[src/rtl/trap_seq_pkg.sv]
package trap_seq_pkg;
  localparam int WORD_W = 16;
  localparam int BYTE_W = 8;
  localparam int CMD_W  = 3;
  localparam int STEP_W = 3;
  localparam int VEC_W  = 8;
  localparam int SPC_W  = 2;

  typedef enum logic [CMD_W-1:0] {
    CMD_BRK3  = 3'd0,
    CMD_BRKN  = 3'd1,
    CMD_BRKV  = 3'd2,
    CMD_BOUND = 3'd3,
    CMD_RET   = 3'd4
  } cmd_e;

  typedef enum logic [2:0] {
    PH_IDLE, PH_BND, PH_CHK, PH_PUSH, PH_VEC, PH_POP, PH_DONE
  } phase_e;

  localparam logic [SPC_W-1:0] SPACE_VEC = 2'd0;
  localparam logic [SPC_W-1:0] SPACE_STK = 2'd1;
  localparam logic [SPC_W-1:0] SPACE_DAT = 2'd2;
endpackage

[src/rtl/trap_addr_gen.sv]
module trap_addr_gen
  import trap_seq_pkg::*;
(
  input  phase_e                  phase,
  input  logic [STEP_W-1:0]       step,
  input  logic [WORD_W-1:0]       sp,
  input  logic [VEC_W-1:0]        vec,
  input  logic [WORD_W-1:0]       bnd_base,
  input  logic [WORD_W-1:0]       psw,
  input  logic [WORD_W-1:0]       cs,
  input  logic [WORD_W-1:0]       pc,
  output logic [WORD_W-1:0]       addr,
  output logic [SPC_W-1:0]        space,
  output logic                    we,
  output logic [BYTE_W-1:0]       wdata
);
  localparam int VBASE_W = VEC_W + 2;

  logic [WORD_W-1:0] save_word;
  logic [WORD_W-1:0] step_w;
  logic [WORD_W-1:0] vec_base;

  assign step_w   = WORD_W'(step);
  assign vec_base = WORD_W'({vec, 2'b00});

  // word order on the stack: status first (highest), counter last (lowest)
  always_comb begin
    case (step[2:1])
      2'd0:    save_word = psw;
      2'd1:    save_word = cs;
      default: save_word = pc;
    endcase
  end

  always_comb begin
    addr  = '0;
    space = SPACE_STK;
    we    = 1'b0;
    wdata = '0;
    case (phase)
      PH_BND: begin
        addr  = bnd_base + step_w;
        space = SPACE_DAT;
      end
      PH_PUSH: begin
        addr  = sp - step_w - WORD_W'(1);
        we    = 1'b1;
        wdata = step[0] ? save_word[BYTE_W-1:0] : save_word[WORD_W-1:BYTE_W];
      end
      PH_VEC: begin
        addr  = vec_base + step_w;
        space = SPACE_VEC;
      end
      PH_POP: begin
        addr  = sp + step_w;
      end
      default: ;
    endcase
  end

  initial begin
    if (VBASE_W > WORD_W) $error("vector table does not fit the address");
  end
endmodule

[src/rtl/trap_bound_cmp.sv]
module trap_bound_cmp
  import trap_seq_pkg::*;
(
  input  logic [WORD_W-1:0] lower,
  input  logic [WORD_W-1:0] upper,
  input  logic [WORD_W-1:0] value,
  output logic              outside
);
  logic below, above;
  assign below   = $signed(lower) > $signed(value);
  assign above   = $signed(upper) < $signed(value);
  assign outside = below || above;
endmodule

[src/rtl/trap_seq_ctrl.sv]
module trap_seq_ctrl
  import trap_seq_pkg::*;
#(
  parameter int               IE_BIT    = 9,
  parameter int               STEP_BIT  = 8,
  parameter int               OVF_BIT   = 11,
  parameter logic [VEC_W-1:0] VEC_FIXED = 8'd3,
  parameter logic [VEC_W-1:0] VEC_OVF   = 8'd4,
  parameter logic [VEC_W-1:0] VEC_BND   = 8'd5
)(
  input  logic              clk,
  input  logic              rst_n,
  input  logic              start,
  input  logic [CMD_W-1:0]  cmd,
  input  logic [VEC_W-1:0]  imm_vec,
  input  logic [WORD_W-1:0] psw_in,
  input  logic [WORD_W-1:0] cs_in,
  input  logic [WORD_W-1:0] pc_in,
  input  logic [WORD_W-1:0] sp_in,
  input  logic [WORD_W-1:0] bnd_addr_in,
  input  logic [WORD_W-1:0] bnd_val_in,
  input  logic              mem_ack,
  input  logic [BYTE_W-1:0] mem_rdata,
  input  logic              outside,
  output phase_e            phase,
  output logic [STEP_W-1:0] step,
  output logic [WORD_W-1:0] psw_r,
  output logic [WORD_W-1:0] cs_r,
  output logic [WORD_W-1:0] pc_r,
  output logic [WORD_W-1:0] sp_r,
  output logic [WORD_W-1:0] bnd_addr_r,
  output logic [WORD_W-1:0] bnd_lo,
  output logic [WORD_W-1:0] bnd_hi,
  output logic [WORD_W-1:0] bnd_val_r,
  output logic [VEC_W-1:0]  vec_r,
  output logic              mem_req,
  output logic              busy,
  output logic              done,
  output logic              taken
);
  localparam logic [STEP_W-1:0] LAST_FOUR = STEP_W'(3);
  localparam logic [STEP_W-1:0] LAST_SIX  = STEP_W'(5);
  localparam logic [WORD_W-1:0] FRAME     = WORD_W'(6);

  cmd_e              kind_r;
  cmd_e              cmd_k;
  logic [WORD_W-1:0] sp_entry_r;
  logic              accept, xfer, last_load;

  assign cmd_k   = cmd_e'(cmd);
  assign accept  = (phase == PH_IDLE) && start && (cmd <= CMD_W'(CMD_RET));
  assign mem_req = (phase == PH_BND) || (phase == PH_PUSH) ||
                   (phase == PH_VEC) || (phase == PH_POP);
  assign xfer    = mem_req && mem_ack;
  assign busy    = (phase != PH_IDLE);
  assign done    = (phase == PH_DONE);
  assign last_load = (phase == PH_VEC) ? (step == LAST_FOUR) : (step == LAST_SIX);

  function automatic logic [WORD_W-1:0] merge(input logic [WORD_W-1:0] w,
                                              input logic hi,
                                              input logic [BYTE_W-1:0] b);
    return hi ? {b, w[BYTE_W-1:0]} : {w[WORD_W-1:BYTE_W], b};
  endfunction

  always_ff @(posedge clk or negedge rst_n) begin
    if (!rst_n) begin
      phase      <= PH_IDLE;
      step       <= '0;
      kind_r     <= CMD_BRK3;
      psw_r      <= '0;
      cs_r       <= '0;
      pc_r       <= '0;
      sp_r       <= '0;
      sp_entry_r <= '0;
      bnd_addr_r <= '0;
      bnd_lo     <= '0;
      bnd_hi     <= '0;
      bnd_val_r  <= '0;
      vec_r      <= '0;
      taken      <= 1'b0;
    end else begin
      case (phase)
        PH_IDLE: if (accept) begin
          psw_r      <= psw_in;
          cs_r       <= cs_in;
          pc_r       <= pc_in;
          sp_r       <= sp_in;
          sp_entry_r <= sp_in;
          bnd_addr_r <= bnd_addr_in;
          bnd_val_r  <= bnd_val_in;
          kind_r     <= cmd_k;
          step       <= '0;
          taken      <= 1'b0;
          case (cmd_k)
            CMD_BRK3: vec_r <= VEC_FIXED;
            CMD_BRKN: vec_r <= imm_vec;
            CMD_BRKV: vec_r <= VEC_OVF;
            default:  vec_r <= VEC_BND;
          endcase
          case (cmd_k)
            CMD_RET:   phase <= PH_POP;
            CMD_BOUND: phase <= PH_BND;
            CMD_BRKV: begin
              phase <= psw_in[OVF_BIT] ? PH_PUSH : PH_DONE;
              taken <= psw_in[OVF_BIT];
            end
            default: begin
              phase <= PH_PUSH;
              taken <= 1'b1;
            end
          endcase
        end
        PH_BND: if (xfer) begin
          if (step[1]) bnd_hi <= merge(bnd_hi, step[0], mem_rdata);
          else         bnd_lo <= merge(bnd_lo, step[0], mem_rdata);
          if (step == LAST_FOUR) begin
            step  <= '0;
            phase <= PH_CHK;
          end else begin
            step <= step + STEP_W'(1);
          end
        end
        PH_CHK: begin
          if (outside) begin
            taken <= 1'b1;
            phase <= PH_PUSH;
          end else begin
            phase <= PH_DONE;
          end
        end
        PH_PUSH: if (xfer) begin
          if (step == LAST_SIX) begin
            step            <= '0;
            sp_r            <= sp_r - FRAME;
            psw_r[IE_BIT]   <= 1'b0;
            psw_r[STEP_BIT] <= 1'b0;
            phase           <= PH_VEC;
          end else begin
            step <= step + STEP_W'(1);
          end
        end
        PH_VEC, PH_POP: if (xfer) begin
          case (step[2:1])
            2'd0:    pc_r  <= merge(pc_r,  step[0], mem_rdata);
            2'd1:    cs_r  <= merge(cs_r,  step[0], mem_rdata);
            default: psw_r <= merge(psw_r, step[0], mem_rdata);
          endcase
          if (last_load) begin
            step  <= '0;
            phase <= PH_DONE;
            if (phase == PH_POP) sp_r <= sp_r + FRAME;
          end else begin
            step <= step + STEP_W'(1);
          end
        end
        PH_DONE: phase <= PH_IDLE;
        default: phase <= PH_IDLE;
      endcase
    end
  end

  // completion is a single pulse inside the busy window
  p_done_pulse_r11: assert property (@(posedge clk) disable iff (!rst_n)
    done |=> !done);
  p_busy_until_done_r11: assert property (@(posedge clk) disable iff (!rst_n)
    (busy && !done) |=> busy);
  // a taken trap ends with both flags low
  p_flags_cleared_r4: assert property (@(posedge clk) disable iff (!rst_n)
    (done && taken) |-> (!psw_r[IE_BIT] && !psw_r[STEP_BIT]));
  // frame size on entry and on return
  p_sp_entry_r3: assert property (@(posedge clk) disable iff (!rst_n)
    (done && taken) |-> (sp_r == sp_entry_r - FRAME));
  p_sp_return_r3: assert property (@(posedge clk) disable iff (!rst_n)
    (done && kind_r == CMD_RET) |-> (sp_r == sp_entry_r + FRAME));
  // an untaken break leaves the stack pointer alone
  p_untaken_sp_r7: assert property (@(posedge clk) disable iff (!rst_n)
    (done && !taken && kind_r != CMD_RET) |-> (sp_r == sp_entry_r));
endmodule

[src/rtl/trap_seq.sv]
module trap_seq
  import trap_seq_pkg::*;
#(
  parameter int IE_BIT   = 9,
  parameter int STEP_BIT = 8,
  parameter int OVF_BIT  = 11
)(
  input  logic        clk,
  input  logic        rst_n,
  input  logic        start,
  input  logic [2:0]  cmd,
  input  logic [7:0]  imm_vec,
  input  logic [15:0] psw_in,
  input  logic [15:0] cs_in,
  input  logic [15:0] pc_in,
  input  logic [15:0] sp_in,
  input  logic [15:0] bnd_addr,
  input  logic [15:0] bnd_val,
  output logic        mem_req,
  input  logic        mem_ack,
  output logic        mem_we,
  output logic [1:0]  mem_space,
  output logic [15:0] mem_addr,
  output logic [7:0]  mem_wdata,
  input  logic [7:0]  mem_rdata,
  output logic        busy,
  output logic        done,
  output logic        taken,
  output logic [15:0] psw_out,
  output logic [15:0] cs_out,
  output logic [15:0] pc_out,
  output logic [15:0] sp_out
);
  phase_e            phase;
  logic [STEP_W-1:0] step;
  logic [WORD_W-1:0] bnd_addr_r, bnd_lo, bnd_hi, bnd_val_r;
  logic [VEC_W-1:0]  vec_r;
  logic              outside;

  trap_seq_ctrl #(
    .IE_BIT   (IE_BIT),
    .STEP_BIT (STEP_BIT),
    .OVF_BIT  (OVF_BIT)
  ) u_ctrl (
    .clk        (clk),
    .rst_n      (rst_n),
    .start      (start),
    .cmd        (cmd),
    .imm_vec    (imm_vec),
    .psw_in     (psw_in),
    .cs_in      (cs_in),
    .pc_in      (pc_in),
    .sp_in      (sp_in),
    .bnd_addr_in(bnd_addr),
    .bnd_val_in (bnd_val),
    .mem_ack    (mem_ack),
    .mem_rdata  (mem_rdata),
    .outside    (outside),
    .phase      (phase),
    .step       (step),
    .psw_r      (psw_out),
    .cs_r       (cs_out),
    .pc_r       (pc_out),
    .sp_r       (sp_out),
    .bnd_addr_r (bnd_addr_r),
    .bnd_lo     (bnd_lo),
    .bnd_hi     (bnd_hi),
    .bnd_val_r  (bnd_val_r),
    .vec_r      (vec_r),
    .mem_req    (mem_req),
    .busy       (busy),
    .done       (done),
    .taken      (taken)
  );

  trap_addr_gen u_addr (
    .phase    (phase),
    .step     (step),
    .sp       (sp_out),
    .vec      (vec_r),
    .bnd_base (bnd_addr_r),
    .psw      (psw_out),
    .cs       (cs_out),
    .pc       (pc_out),
    .addr     (mem_addr),
    .space    (mem_space),
    .we       (mem_we),
    .wdata    (mem_wdata)
  );

  trap_bound_cmp u_cmp (
    .lower   (bnd_lo),
    .upper   (bnd_hi),
    .value   (bnd_val_r),
    .outside (outside)
  );

  // a waiting request is held unchanged
  p_req_hold_r10: assert property (@(posedge clk) disable iff (!rst_n)
    (mem_req && !mem_ack) |=> (mem_req && $stable(mem_addr) && $stable(mem_we) &&
                               $stable(mem_space) && $stable(mem_wdata)));
  // no memory traffic outside an accepted operation
  p_idle_quiet_r1: assert property (@(posedge clk) disable iff (!rst_n)
    !busy |-> !mem_req);
  // stack writes only go to the stack space
  p_push_space_r2: assert property (@(posedge clk) disable iff (!rst_n)
    (mem_req && mem_we) |-> (mem_space == SPACE_STK));
endmodule

[config.mk]
export PLATFORM = sky130hd
export DESIGN_NAME = trap_seq
export DESIGN_NICKNAME = d
export VERILOG_FILES = /design/src/rtl/trap_seq_pkg.sv /design/src/rtl/trap_addr_gen.sv /design/src/rtl/trap_bound_cmp.sv /design/src/rtl/trap_seq_ctrl.sv /design/src/rtl/trap_seq.sv
export SDC_FILE = /design/constraint.sdc
export NUM_CORES = 1
export LEC_CHECK = 0
export CAP_MARGIN = 20
export CORE_ASPECT_RATIO = 1.75
export CORE_MARGIN = 8
export CORE_UTILIZATION = 35
export CTS_CLUSTER_SIZE = 12
export DETAILED_ROUTE_END_ITERATION = 8
export SETUP_SLACK_MARGIN = 0.2
export SKIP_CTS_REPAIR_TIMING = 1
export SYNTH_ARGS = -nofsm -noshare
export SYNTH_HDL_FRONTEND = slang
export SYNTH_SLANG_ARGS = --single-unit
[constraint.sdc]
create_clock -name clk -period 3.6 [get_ports clk]
set_input_delay 0.72 -clock clk [delete_from_list [all_inputs] [get_ports clk]]
set_output_delay 0.72 -clock clk [all_outputs]
set_load 0.005 [all_outputs]
* Yosys cells after proc, flatten, opt, wreduce, memory -nomap -nowiden
Cells that the tools add are included.
Word-level totals: register bits after elaboration 143, word-level logic and storage cells 147, input bits 119, output and inout port bits 95
Cells by class: reductions and logical operators 34, bitwise logic cells 2, muxes and demuxes 55, order comparisons 3, equality and inequality tests 27, $add $sub $neg 8
Operators with widths (number):
- $mux 16 | 16
- $pmux 16 s2 | 3
- $pmux 16 s4 | 1
- $mux 3 | 16
- $pmux 16 s3 | 1
- $reduce_and 5->1 | 7
- $add 16x3->16 | 2
- $pmux 8 s3 | 1
- $reduce_and 7->1 | 3
- $add 16x3->16 const B | 1
- $gt 16x16->1 | 1
- $lt 16x16->1 | 1
- $mux 8 | 2
- $pmux 8 s2 | 1
- $reduce_and 4->1 | 4
- $sub 16x1->16 const B | 1
- $sub 16x3->16 | 1
- $sub 16x3->16 const B | 1
- $eq 3x2->1 const B | 5
- $eq 3x3->1 const B | 5
- $pmux 3 s5 | 1
- $ne 2x1->1 const B | 7
- $ne 2x2->1 const B | 7
- $pmux 3 s4 | 1
- 23 further kinds | 40

* Longest topological paths before layout
depth in word-level cells 7, mapped depth 15, gate-level depth less buffers 12

* Cells and area by module
A second synthesis with hierarchy kept.
Second synthesis, totals: cells, all modules 1088, area total of the unflattened synthesis 9683.0 um2
By module, submodules not included:
- trap_seq_ctrl | area an instance 6984.2 um2, cells an instance 747, times used 1, sequential area each 3578.4 um2
- trap_addr_gen | area an instance 1953.1 um2, cells an instance 247, times used 1, sequential area each 0.0 um2
- trap_bound_cmp | area an instance 745.7 um2, cells an instance 94, times used 1, sequential area each 0.0 um2

* Worst setup path after synthesis
No wires, ideal clock.
kind reg2out, start point reg u_ctrl.phase[0], end point out mem_addr[8], buffers on the path 3, stages on the path, launching flop included 16, required time 2880 ps, data arrival time 2756 ps, path slack 124 ps, path through dfrtp_1 > buf_4 > nand3b_4 > buf_8 > clkbuf_1 > mux2_2 > ha_1 > inv_1 > fa_1 > inv_1 > a21oi_1 > nor2_1 > nand2_1 > o31ai_1 > nand2_1 > o21ai_1
Between the ends: cells in the longest elaborated chain, start to end 2, elaborated cells between the ends (all ways) 5, those cells by class eq/ne (4); mux (1)
RTL lines:
- start, declared | RTL line trap_seq_ctrl.sv:25 | output phase_e phase,
- start signal, assigned | RTL line trap_seq_ctrl.sv:104 | phase <= psw_in[OVF_BIT] ? PH_PUSH : PH_DONE;
- $eq 3x3->1 (tied with other cells) | RTL line trap_addr_gen.sv:40 | case (phase)
- $pmux 16 s4 * | RTL line trap_addr_gen.sv:40
- end, declared | RTL line trap_seq.sv:23 | output logic [15:0] mem_addr,
Every way passes the cells marked *; elsewhere a longest branch is shown, timed or not.

* Final worst setup path
start point reg u_ctrl.phase[1], end point out mem_addr[15]
Same word-level chain as after synthesis.

==> metrics.md <==
| Metric | Value |
|---|---|
| Critical path capture point type | output port |
| Status | finished clean |
| H-tree levels | 4 |
| Drt pass-1 iters | 5 |
| Ratio of cells with drive above 1 in the final layout | 0.1398 |
| Synth async-reset ratio | 1.000 |
| Synthesized area | just over 9000 um^2 |
| Cell Count, Final, Fillers Out | between 1500 and 2000 |
| Row Count | ~80 |
| Post-layout min period | 3.498 ns |
| Via count | about 8700 |
| DRC | 0 |
| Worst min path class | input pin to asynchronous set/reset pin |
| Synth Register Bits | ~140 |
| Setup_tns | 0 ns |
| Critical path cell sequence | nand3b_4 -> buf_6 -> a21o_1 -> ha_4 -> a21o_1 -> a21oi_2 -> nor2_2 -> and4b_4 -> nand3b_1 -> xnor2_1 -> o22ai_1 -> buf_2 |
| Design Area, Final | approximately 13000 um^2 |
| Worst reg-to-reg setup slack | approximately 0.51 ns |
| Post-DR vias/cell | ~5.4 |
| Final setup fails | 0 |
| Maximum VDD drop | around 470 uV |
| Final RePlAce weighted congestion | about 0.9 |
| Worst-path clk slew | 0.07 ns |
| Via count of the first global-routing pass | a little under 9000 |
| Worst path arrival time | about 2.8 ns |
| Total core area | 26390 um^2 |
| CP dominant cell by count | a21o_1 |
| Slew HR | 0.5196 |
| DIE AREA | about 32000 um^2 |
| Post-synth EDFFs | 0 |
| Final WL | approximately 34000 um |
| Crit-path max FO | 4 |
| Slew @ Worst Pin | slightly above 0.7 ns |
| Nets | between 1000 and 1500 |
| DRT antenna net count | 0 |
| Post-synth net total | between 1000 and 1500 |
| Crit path capture | mem_addr[15] |
| Worst R2R Path Depth | 12 |
| Initial antenna violation count | 2 |
| Root buffer cell | clkbuf_16 |
| Starting Density | 0.3534 |
| Slowest Stage Delay on Critical Path | between 0.3 and 0.4 ns |
| Fin crit share | 0.9717 |
| Register area share after synthesis | 0.3836 |
| Chip Height | roughly 230 um |
| CP required | between 2 and 3 ns |
| Startpoint types | flip-flop |
| Mapped Avg Cell Area | approximately 8.9 um^2 |
| # Max-Cap Violations | 0 |
| Total grt overflow | 0 |
| RSZ-0062 raised after global routing | yes |
| Gate Count Post-Synth | about 1100 |
| IO buf count | 213 |
| Static leakage | roughly 5.6 nW |
| R2R Path End | u_ctrl.sp_r[15] |
| Commonest non-fill, non-tap cell in the layout | clkdlybuf4s50_1 |
| Largest buffer count on any clock path | 2 |
| CTS tree | yes |
| Die X-Extent | around 140 um |
| Max Slew Vio Count | 0 |
| First-pass GRT wire length | between 50000 and 60000 um |
| First DRT Iteration DRCs | about 470 |
| FF-to-FF Start | u_ctrl.phase[1] |
| Wire per inst | between 20 and 25 um |
| Io pins | around 210 |
| Most used DFF post-synth | dfrtp_1 |
| Placed cell area | around 12000 um^2 |
| Area Overhead vs Synth | 36.22% |
| CP Class | flip-flop to output port |
| Synthesis Warnings | 0 |
| Slowest cell on crit path | dfrtp_1 |
| Maximum number of pins on one net before global-route repair | 67 |
| Fin Clk Skew | between 0.008 and 0.009 ns |
| Fin Hold WS | 0.2122 ns |
| Yosys cell types | 74 |
| Clock buffer count from CTS | 17 |
| Hold Vio Cnt, Final | 0 |
| Critical Path Source | u_ctrl.phase[1] |
| Gr usage total | 0.2072 |
| Dpl hpwl | approximately 26000 um |
| Fmax | ~0.29 GHz |
| Worst skew pair latency | about 0.45 ns |
| Placed cells | 1567 |
| Power per standard cell area | 930.2 nW/um^2 |
| Most frequent cells in the layout | 197 x clkdlybuf4s50_1, 140 x dfrtp_1, 125 x nand2_1, 109 x nor2_1, 104 x a21oi_1 |
| CTS sink count | between 100 and 150 |
==> how the worst min path moves through the flow <==
| stage | startpoint | slack [ns] | cells after the start | to |
|---|---|---|---|---|
| 2_1_floorplan | rst_n | 0.42 | 0 | u_ctrl.bnd_addr_r[0] |
| 3_3_place_gp | u_ctrl.bnd_addr_r[0] | 0.46 | 2 | u_ctrl.bnd_addr_r[0] |
| 3_5_place_dp | u_ctrl.bnd_addr_r[0] | 0.46 | 2 | u_ctrl.bnd_addr_r[0] |
| 4_1_cts | rst_n | 0.22 | 1 | u_ctrl.bnd_val_r[3] |
| 5_1_grt | rst_n | 0.24 | 1 | u_ctrl.bnd_val_r[3] |
| 6_report | rst_n | 0.21 | 1 | u_ctrl.bnd_val_r[3] |
==> per-stage QoR <==
step | util | setup WS (ns) | power (W)
2_1_floorplan | - | 0.2614 | 0.006994
3_3_place_gp | 0.4507 | 0.1127 | 0.009703
3_5_place_dp | 0.4507 | 0.09596 | 0.009777
4_1_cts | 0.4741 | -0.4162 | 0.01175
5_1_grt | 0.4814 | -0.03743 | 0.01276
6_report | 0.4814 | 0.1020 | 0.01182
==> critical path, delay by kind of cell (launching register included) <==
kind	cells	cell delay (ns)
fa+ha+maj	1	0.27
flops	1	0.38
simple gates	4	0.72
compound gates	4	0.55
buf+inv	2	0.28
xor+xnor	1	0.15
==> synthesized netlist by cell type, types with 4 or more instances <==
cell        n  area (um^2)
and3_1      7        43.79
nand3_1    21        105.1
or3_1       7        43.79
inv_1      31        116.4
a31oi_1     5        31.28
nor2_1    113        424.2
dfrtp_1   143         3578
o22ai_1     9        56.30
nand2_1   128        480.5
mux2_2     35        394.1
o21ai_1     5        25.02
xnor2_1    28        245.2
buf_2      14        70.07
a211oi_1    5        37.54
buf_4       7        52.55
nor3_1     11        55.05
a21o_1     14        105.1
xor2_1     12        105.1
a22oi_1    54        405.4
o221ai_1    5        43.79
nor2b_1    14        87.58
clkbuf_1   39        146.4
ha_1       57        713.2
nand2b_1    6        37.54
o21ai_0    57        285.3
o21a_1      4        30.03
o31ai_1     6        45.04
o211ai_1    4        30.03
nand4_1    11        68.82
a21oi_1   106        530.5
mux2i_1    31        310.3
==> cell type report <==
cell class                      count  area (um^2)
Inverter                           34        127.6
Clock inverter                     14        188.9
Tap cell                          324        405.4
Sequential cell                   143         3582
Multi-Input combinational cell    811         5503
Fill cell                        2549        13690
Antenna cell                        2        5.005
Timing Repair Buffer              260         2465
Clock buffer                       18        429.2
==> cells by family (layout without fill, tap and decap cells) <==
family	count (synthesis)	after routing	synth area share
buffers and inverters	99	326	0.04681
and+or+nand+nor	344	344	0.1691
xor gates and xnor gates	40	40	0.03756
DFF	143	143	0.3836
other	0	2	0
muxes	68	68	0.07820
adders and majority gates	60	60	0.08290
AOI/OAI and AO/OA	299	299	0.2017
==> state kept, by name, indices dropped and copies added, names as in the netlist <==
name	count
u_ctrl.bnd_hi	16
u_ctrl.bnd_lo	16
u_ctrl.bnd_val_r	16
u_ctrl.sp_r	16
u_ctrl.phase	3
u_ctrl.step	3
u_ctrl.taken	1
u_ctrl.bnd_addr_r	16
u_ctrl.vec_r	8
u_ctrl.cs_r	16
u_ctrl.pc_r	16
u_ctrl.psw_r	16
==> power by group <==
part | internal [W] | total (W) | switching, W
combinational | 0.00326 | 0.00677 | 0.00351
sequential | 0.00238 | 0.00314 | 0.000763
clock | 0.00116 | 0.00191 | 0.000752
==> layer usage <==
| metal | routed length, um | GRT usage |
|---|---|---|
| met1 | 12580 | 0.2140 |
| met2 | 17970 | 0.3785 |
| met3 | 1699 | 0.04446 |
| met4 | 1694 | 0.1231 |
| met5 | 0 | 0 |
Note: power is estimated with default switching activity, not from simulation.
